## src/rtl/pni_pkg.sv

```systemverilog
package pni_pkg;
  localparam int NETS = 2;

  typedef enum logic [2:0] {
    ADR_TX0_WORD = 3'd0,
    ADR_TX0_LAST = 3'd1,
    ADR_TX1_WORD = 3'd2,
    ADR_TX1_LAST = 3'd3,
    ADR_RX0      = 3'd4,
    ADR_RX1      = 3'd5,
    ADR_STATUS   = 3'd6,
    ADR_SPARE    = 3'd7
  } pni_addr_e;

  localparam int STAT_SEND_OK = 0;
  localparam int STAT_RX_BASE = 1;
endpackage

```

## src/rtl/pni_tx_compose.sv

```systemverilog
module pni_tx_compose #(
  parameter int DATA_W    = 32,
  parameter int MAX_WORDS = 6,
  parameter int LEN_W     = $clog2(MAX_WORDS + 1)
) (
  input  logic                          clk,
  input  logic                          rst_n,
  input  logic                          wr_en,
  input  logic                          wr_last,
  input  logic [DATA_W-1:0]             wr_data,
  input  logic                          abort,
  input  logic                          net_ready,
  output logic                          commit_evt,
  output logic                          commit_ok,
  output logic                          launch,
  output logic [LEN_W-1:0]              pkt_len,
  output logic [MAX_WORDS*DATA_W-1:0]   pkt_data
);
  localparam logic [LEN_W-1:0] FULL_CNT = LEN_W'(MAX_WORDS);
  localparam logic [LEN_W-1:0] MIN_LEN  = LEN_W'(2);

  logic [LEN_W-1:0] cnt_q, cnt_d;
  logic             ovf_q, ovf_d;
  logic             launch_d;
  logic [LEN_W-1:0] len_d;
  logic             room;
  logic             store_en;
  logic [LEN_W-1:0] cnt_plus;

  assign room       = (cnt_q < FULL_CNT);
  assign cnt_plus   = cnt_q + LEN_W'(1);
  assign store_en   = wr_en && !abort && room;
  assign commit_evt = wr_en && wr_last && !abort;
  assign commit_ok  = commit_evt && !ovf_q && room && (cnt_plus >= MIN_LEN) && net_ready;

  always_comb begin
    cnt_d    = cnt_q;
    ovf_d    = ovf_q;
    launch_d = commit_ok;
    len_d    = pkt_len;
    if (abort) begin
      cnt_d = '0;
      ovf_d = 1'b0;
    end else if (wr_en) begin
      if (wr_last) begin
        cnt_d = '0;
        ovf_d = 1'b0;
        if (commit_ok) len_d = cnt_plus;
      end else if (room) begin
        cnt_d = cnt_plus;
      end else begin
        ovf_d = 1'b1;
      end
    end
  end

  always_ff @(posedge clk or negedge rst_n) begin
    if (!rst_n) begin
      cnt_q   <= '0;
      ovf_q   <= 1'b0;
      launch  <= 1'b0;
      pkt_len <= '0;
    end else begin
      cnt_q   <= cnt_d;
      ovf_q   <= ovf_d;
      launch  <= launch_d;
      pkt_len <= len_d;
    end
  end

  for (genvar i = 0; i < MAX_WORDS; i++) begin : g_word
    always_ff @(posedge clk or negedge rst_n) begin
      if (!rst_n) begin
        pkt_data[i*DATA_W +: DATA_W] <= '0;
      end else if (store_en && (cnt_q == LEN_W'(i))) begin
        pkt_data[i*DATA_W +: DATA_W] <= wr_data;
      end
    end
  end
endmodule

```

## src/rtl/pni_rx_fifo.sv

```systemverilog
module pni_rx_fifo #(
  parameter int DATA_W = 32,
  parameter int DEPTH  = 24
) (
  input  logic              clk,
  input  logic              rst_n,
  input  logic              in_valid,
  input  logic [DATA_W-1:0] in_data,
  input  logic              in_last,
  output logic              in_ready,
  input  logic              pop_req,
  output logic [DATA_W-1:0] head_data,
  output logic              pkt_avail
);
  localparam int PTR_W = $clog2(DEPTH);
  localparam int CNT_W = $clog2(DEPTH + 1);
  localparam logic [PTR_W-1:0] LAST_IDX = PTR_W'(DEPTH - 1);

  logic [DATA_W-1:0] mem_data [DEPTH];
  logic              mem_last [DEPTH];
  logic [PTR_W-1:0]  wr_q, wr_d, rd_q, rd_d;
  logic [CNT_W-1:0]  words_q, words_d, pkts_q, pkts_d;
  logic              push, pop, push_end, pop_end;

  assign in_ready  = (words_q != CNT_W'(DEPTH));
  assign pkt_avail = (pkts_q != '0);
  assign push      = in_valid && in_ready;
  assign pop       = pop_req && pkt_avail;
  assign push_end  = push && in_last;
  assign pop_end   = pop && mem_last[rd_q];
  assign head_data = pkt_avail ? mem_data[rd_q] : '0;

  always_comb begin
    wr_d    = wr_q;
    rd_d    = rd_q;
    words_d = words_q;
    pkts_d  = pkts_q;
    if (push) wr_d = (wr_q == LAST_IDX) ? '0 : wr_q + PTR_W'(1);
    if (pop)  rd_d = (rd_q == LAST_IDX) ? '0 : rd_q + PTR_W'(1);
    case ({push, pop})
      2'b10:   words_d = words_q + CNT_W'(1);
      2'b01:   words_d = words_q - CNT_W'(1);
      default: words_d = words_q;
    endcase
    case ({push_end, pop_end})
      2'b10:   pkts_d = pkts_q + CNT_W'(1);
      2'b01:   pkts_d = pkts_q - CNT_W'(1);
      default: pkts_d = pkts_q;
    endcase
  end

  always_ff @(posedge clk or negedge rst_n) begin
    if (!rst_n) begin
      wr_q    <= '0;
      rd_q    <= '0;
      words_q <= '0;
      pkts_q  <= '0;
    end else begin
      wr_q    <= wr_d;
      rd_q    <= rd_d;
      words_q <= words_d;
      pkts_q  <= pkts_d;
    end
  end

  for (genvar i = 0; i < DEPTH; i++) begin : g_slot
    always_ff @(posedge clk or negedge rst_n) begin
      if (!rst_n) begin
        mem_data[i] <= '0;
        mem_last[i] <= 1'b0;
      end else if (push && (wr_q == PTR_W'(i))) begin
        mem_data[i] <= in_data;
        mem_last[i] <= in_last;
      end
    end
  end
endmodule

```

## src/rtl/pni_dual_net.sv

```systemverilog
module pni_dual_net
  import pni_pkg::*;
#(
  parameter int DATA_W    = 32,
  parameter int MAX_WORDS = 6,
  parameter int RX_PKTS   = 4,
  parameter int LEN_W     = $clog2(MAX_WORDS + 1)
) (
  input  logic                               clk,
  input  logic                               rst_n,
  input  logic                               cpu_we,
  input  logic                               cpu_re,
  input  logic [2:0]                         cpu_addr,
  input  logic [DATA_W-1:0]                  cpu_wdata,
  output logic [DATA_W-1:0]                  cpu_rdata,
  input  logic                               comp_abort,
  input  logic [NETS-1:0]                    tx_ready,
  output logic [NETS-1:0]                    tx_valid,
  output logic [NETS*LEN_W-1:0]              tx_len,
  output logic [NETS*MAX_WORDS*DATA_W-1:0]   tx_data,
  input  logic [NETS-1:0]                    rx_valid,
  input  logic [NETS*DATA_W-1:0]             rx_data,
  input  logic [NETS-1:0]                    rx_last,
  output logic [NETS-1:0]                    rx_ready
);
  localparam int RX_DEPTH = RX_PKTS * MAX_WORDS;

  logic [NETS-1:0]   commit_evt, commit_ok, pending;
  logic [DATA_W-1:0] head [NETS];
  logic              send_ok_q, send_ok_d;

  for (genvar n = 0; n < NETS; n++) begin : g_net
    logic wr_sel, pop_sel;
    assign wr_sel  = cpu_we && (cpu_addr[2:1] == 2'(n));
    assign pop_sel = cpu_re && (cpu_addr == 3'(ADR_RX0) + 3'(n));

    pni_tx_compose #(
      .DATA_W(DATA_W), .MAX_WORDS(MAX_WORDS), .LEN_W(LEN_W)
    ) i_tx (
      .clk        (clk),
      .rst_n      (rst_n),
      .wr_en      (wr_sel),
      .wr_last    (cpu_addr[0]),
      .wr_data    (cpu_wdata),
      .abort      (comp_abort),
      .net_ready  (tx_ready[n]),
      .commit_evt (commit_evt[n]),
      .commit_ok  (commit_ok[n]),
      .launch     (tx_valid[n]),
      .pkt_len    (tx_len[n*LEN_W +: LEN_W]),
      .pkt_data   (tx_data[n*MAX_WORDS*DATA_W +: MAX_WORDS*DATA_W])
    );

    pni_rx_fifo #(
      .DATA_W(DATA_W), .DEPTH(RX_DEPTH)
    ) i_rx (
      .clk       (clk),
      .rst_n     (rst_n),
      .in_valid  (rx_valid[n]),
      .in_data   (rx_data[n*DATA_W +: DATA_W]),
      .in_last   (rx_last[n]),
      .in_ready  (rx_ready[n]),
      .pop_req   (pop_sel),
      .head_data (head[n]),
      .pkt_avail (pending[n])
    );
  end

  always_comb begin
    send_ok_d = send_ok_q;
    if (comp_abort) begin
      send_ok_d = 1'b0;
    end else begin
      for (int n = 0; n < NETS; n++) begin
        if (commit_evt[n]) send_ok_d = commit_ok[n];
      end
    end
  end

  always_ff @(posedge clk or negedge rst_n) begin
    if (!rst_n) send_ok_q <= 1'b1;
    else        send_ok_q <= send_ok_d;
  end

  always_comb begin
    cpu_rdata = '0;
    case (pni_addr_e'(cpu_addr))
      ADR_RX0:    cpu_rdata = head[0];
      ADR_RX1:    cpu_rdata = head[1];
      ADR_STATUS: begin
        cpu_rdata[STAT_SEND_OK] = send_ok_q;
        cpu_rdata[STAT_RX_BASE +: NETS] = pending;
      end
      default:    cpu_rdata = '0;
    endcase
  end
endmodule

```

## config.mk

```make
export PLATFORM = sky130hd
export DESIGN_NAME = pni_dual_net
export DESIGN_NICKNAME = d
export VERILOG_FILES = /design/src/rtl/pni_pkg.sv /design/src/rtl/pni_tx_compose.sv /design/src/rtl/pni_rx_fifo.sv /design/src/rtl/pni_dual_net.sv
export SDC_FILE = /design/constraint.sdc
export NUM_CORES = 2
export LEC_CHECK = 0
export ABC_CLOCK_PERIOD_IN_PS = 8250
export BUFFER_PORTS_ARGS = -buffer_cell sky130_fd_sc_hd__buf_2
export CORE_UTILIZATION = 48
export DETAILED_ROUTE_END_ITERATION = 10
export PLACE_DENSITY = 0.71
export SETUP_SLACK_MARGIN = 0.02
export SYNTH_ARGS = -nofsm -noshare
export SYNTH_HDL_FRONTEND = slang
export SYNTH_SLANG_ARGS = --single-unit
```

## constraint.sdc

```tcl
create_clock -name clk -period 8.25 [get_ports clk]
set_input_delay 0 -clock clk [delete_from_list [all_inputs] [get_ports clk]]
set_output_delay 0 -clock clk [all_outputs]
set_load 0.05 [all_outputs]
```

==> results by group <==
Setup path
  • CP max-delay cell: buf_4
  • Startpoint Class: flip-flop
  • CP Class: flip-flop to output port
  • Cell Chain, Critical Path: buf_4 > buf_4 > mux4_2 > mux2i_1 > o21ai_0 > a221o_1 > buf_2
  • Crit path depth: 7
  • Reg2reg start: g_net[1].i_rx.rd_q[1]
  • Worst Setup End Kind: output port
  • Worst reg2reg path depth: 13
  • CP bufs+invs: 3
  • FF-to-FF End: g_net[1].i_rx.pkts_q[4]
  • Critical path required time: 8.25 ns
  • Worst path top cell family by delay: buffers and inverters
  • Cell mode on critical path: buf_4
  • Critical path fanouts, max: 68
  • CP Data Arrival Time: 4.95 ns
  • Reg2Reg Setup Slack: 4.01 ns
  • Slowest stage delay, CP: 0.91 ns

Synth
  • Register bit count reported by yosys: between 2000 and 2500
  • Synthesized area: 89700 um^2
  • Synth Flop Type: dfrtp_1
  • Post-synth cell types: just under 70
  • Synth warn: 0
  • Area fraction of the dominant cell type after synthesis: ~56%
  • Seq/Total Area, Yosys: a little under three fifths
  • Top-count cell post-synth: dfrtp_1
  • Ranking of synthesized cells by area: dfrtp_1 56%, mux2_2 24%, mux4_2 10%
  • Synth cell count leaders: 2024 x dfrtp_1, 1921 x mux2_2, 397 x mux4_2
  • Syn Nets: 5786
  • Avg Cell Area, Syn: around 16 um^2
  • Synth Instances: 5632
  • Yosys top cell by area: dfrtp_1
  • Async set-reset flop share out of synthesis: 100%
  • Number of flops mapped to enable cells by yosys: 0

STA
  • Max Clk Rate: between 200 and 250 MHz
  • Min Tclk post-route: about 5.0 ns
  • Slew @ Worst Pin: between 1 and 1.5 ns
  • Final period util: 60.1%
  • RSZ-0062 raised after global routing: no
  • Slew HR: between 20% and 30%
  • Hold slack: between 0.1 and 0.15 ns
  • Fin. max-slew vios: 0
  • Setup TNS: 0 ns
  • Setup Skew: ~0.023 ns
  • Setup-failing EPs final: 0
  • Final Hold Fails: 0

Routing
  • First-pass iteration count of the detailed router: 5
  • Final WL: 244000 um
  • Via count: about 52000
  • 1st-iter DRT viols: roughly 3700
  • Vias/cell: a little under 6
  • Routed len/inst: roughly 28 um
  • Drt drc: 0
  • Final ANT Viol Nets: 0

Power and ir drop
  • Internal Power: between 20 and 30 mW
  • Power Density: roughly 350 nW/um^2
  • Sw power: approximately 11 mW
  • Clock group share of total power: a little over a quarter
  • Logic pwr share: 31.0%
  • Worst ir drop on vdd: between 0.0003 and 0.0004 V
  • Pleak: a little under 50 nW
  • Tot Pwr: approximately 36 mW
  • Sw Share: 30.8%
  • Power share of the sequential group: around 43%

Clock tree
  • Number of setup buffers added after CTS: 0
  • CTS tree: built
  • H-tree Lvls: 4
  • Root Buffer: clkbuf_16
  • CTS Buffer Depth: 3
  • Worst skew pair latency: 0.84 ns
  • Sink Count: 2025
  • CTS Buf Count: 203
  • Reg clk slew, reported paths: 0.06 ns

GRT
  • Total global routing overflow: 0
  • Initial antenna violation count: 27
  • Global-route wire length before repair: about 370000 um
  • Largest net degree at the start of global routing: 183
  • GRT Util Overall: a little over a quarter
  • Vias in the first global route: 54900

Status
  • Status: finished, final reports clean

Floorplan
  • Starting Density: 48.4%
  • CORE AREA: between 150000 and 200000 um^2
  • DIE HEIGHT: about 430 um
  • Die Wd: ~430 um
  • Row cnt: around 160
  • # IOs: roughly 540
  • DIE AREA: between 150000 and 200000 um^2

Job
  • MaxCap Viol Count: 0

Place
  • GPL Wtd Cong: between 0.7 and 0.8
  • Placed instance count: approximately 8200
  • Port bufs: approximately 540
  • Dpl hpwl: 149000 um
  • Post-place instance area: about 94000 um^2

Final layout
  • Share of cells above drive strength 1: a little over half
  • Post-Layout Cell Count: about 8700
  • Final Cell Area: between 100000 and 150000 um^2
  • Filler instances: around 15000
  • P&R area growth vs syn: 14.1%
  • Final Net Count: roughly 6200

Hold path
  • Hold Crit Start: cpu_wdata[26]
  • Min-Delay Path Class: input pin to flip-flop
  • Hold Path Depth: 3
  • Worst hold endpoint: g_net[0].i_tx.pkt_data[90]
## layout make-up
cell class	count	area [um^2]	area share (%)
clock inverters	78	1040	1.02
well taps	2480	3100	3.03
clock buffers	293	5920	5.79
inverters	29	110	0.108
multi-input cells	3061	36800	35.9
repair buffers	734	4630	4.53
flip-flops and latches	2025	50700	49.6
diodes	11	27.5	0.0269
## through the flow
step | util [%] | setup slack [ns]
after floorplan | - | 4.97
after global placement | 50.8 | 4.03
after detailed placement | 50.8 | 4.07
after CTS | 55.2 | 3.16
after global routing | 55.2 | 3.02
final | 55.2 | 3.30
## per-layer routing
layer / GRT usage (%) / share of wire [%] / vias up
li1: - / - / 21700
met1: 33.6 / 41 / 28000
met2: 43.4 / 49 / 1457
met3: 4.29 / 5.1 / 497
met4: 11.2 / 4.5 / 16
met5: 0 / 0.045 / -
## cell families (layout without fill, tap and decap cells)
kind of cell / after synthesis / in the layout / share of synthesized area, %
compound gates: 250 / 250 / 1.86
xor+xnor: 24 / 24 / 0.234
fa+ha+maj: 44 / 44 / 0.647
buf+inv: 546 / 1134 / 2.84
flops: 2025 / 2025 / 56.5
mux: 2514 / 2514 / 36.5
other cells: 0 / 11 / 0
simple gates: 229 / 229 / 1.42
## sequential cells by signal, indices dropped and copies added (netlist names)
register / flops
g_net.i_tx.pkt_len: 6
g_net.i_rx.rd_q: 10
g_net.i_rx.wr_q: 10
g_net.i_tx.pkt_data: 384
g_net.i_rx.mem_data: 1536
g_net.i_rx.mem_last: 48
g_net.i_tx.cnt_q: 6
g_net.i_rx.words_q: 10
g_net.i_rx.pkts_q: 10
g_net.i_tx.ovf_q: 2
g_net.i_tx.launch: 2
send_ok_q: 1
## power groups by stage
| stage | clock, mW | sequential, mW | combinational (mW) |
|---|---|---|---|
| finish | 9.61 | 15.4 | 11.2 |
| CTS | 9.77 | 15.3 | 11.3 |
| global route | 10.1 | 15.8 | 11.9 |
| detailed placement | 0 | 15.5 | 11.2 |
| global placement | 0 | 15.3 | 10.9 |
| floorplan | 0 | 15.3 | 8.25 |
## worst min-delay path: cells and delay by family
family | cells | cell delay, ns
multiplexers | 1 | 0.17
buffers and inverters | 2 | 0.75
## how the worst max path moves through the flow
stage,start,endpoint,slack [ns]
finish,g_net[1].i_rx.rd_q[2],cpu_rdata[6],3.30
CTS,g_net[1].i_rx.rd_q[0],cpu_rdata[15],3.16
floorplan,g_net[1].i_rx.rd_q[0],g_net[1].i_rx.pkts_q[4],4.97
detailed placement,g_net[1].i_rx.rd_q[1],g_net[1].i_rx.pkts_q[4],4.07
global placement,g_net[1].i_rx.rd_q[1],g_net[1].i_rx.pkts_q[4],4.03
global route,g_net[1].i_rx.rd_q[0],cpu_rdata[15],3.02
## layout by cell type, fill, tap and decap left out, types with 11 or more instances in the layout
| master | instances |
|---|---|
| mux2_2 | 1921 |
| nand2_4 | 12 |
| a21oi_1 | 48 |
| nand2_1 | 49 |
| clkinv_2 | 37 |
| clkbuf_16 | 207 |
| nand2_2 | 20 |
| xnor2_1 | 11 |
| mux2_1 | 32 |
| buf_12 | 12 |
| a22oi_1 | 30 |
| diode_2 | 11 |
| mux4_2 | 397 |
| dlygate4sd3_1 | 114 |
| inv_1 | 27 |
| clkbuf_1 | 44 |
| and2_1 | 28 |
| ha_1 | 40 |
| buf_4 | 73 |
| bufinv_16 | 20 |
| a221o_1 | 28 |
| mux2_4 | 30 |
| mux2i_1 | 134 |
| clkbuf_8 | 42 |
| a211oi_1 | 32 |
| o22ai_1 | 30 |
| dfrtp_1 | 2017 |
| nor2_1 | 24 |
| o21ai_0 | 53 |
| buf_2 | 534 |
| xor2_1 | 13 |
## repair_timing
action | 4_1_cts | 5_1_grt
gates resized for setup | 0 | 0
hold buffers | 115 | 0
endpoints found under the hold margin | 2626 | 0
Note: power is estimated with default switching activity, not from simulation.
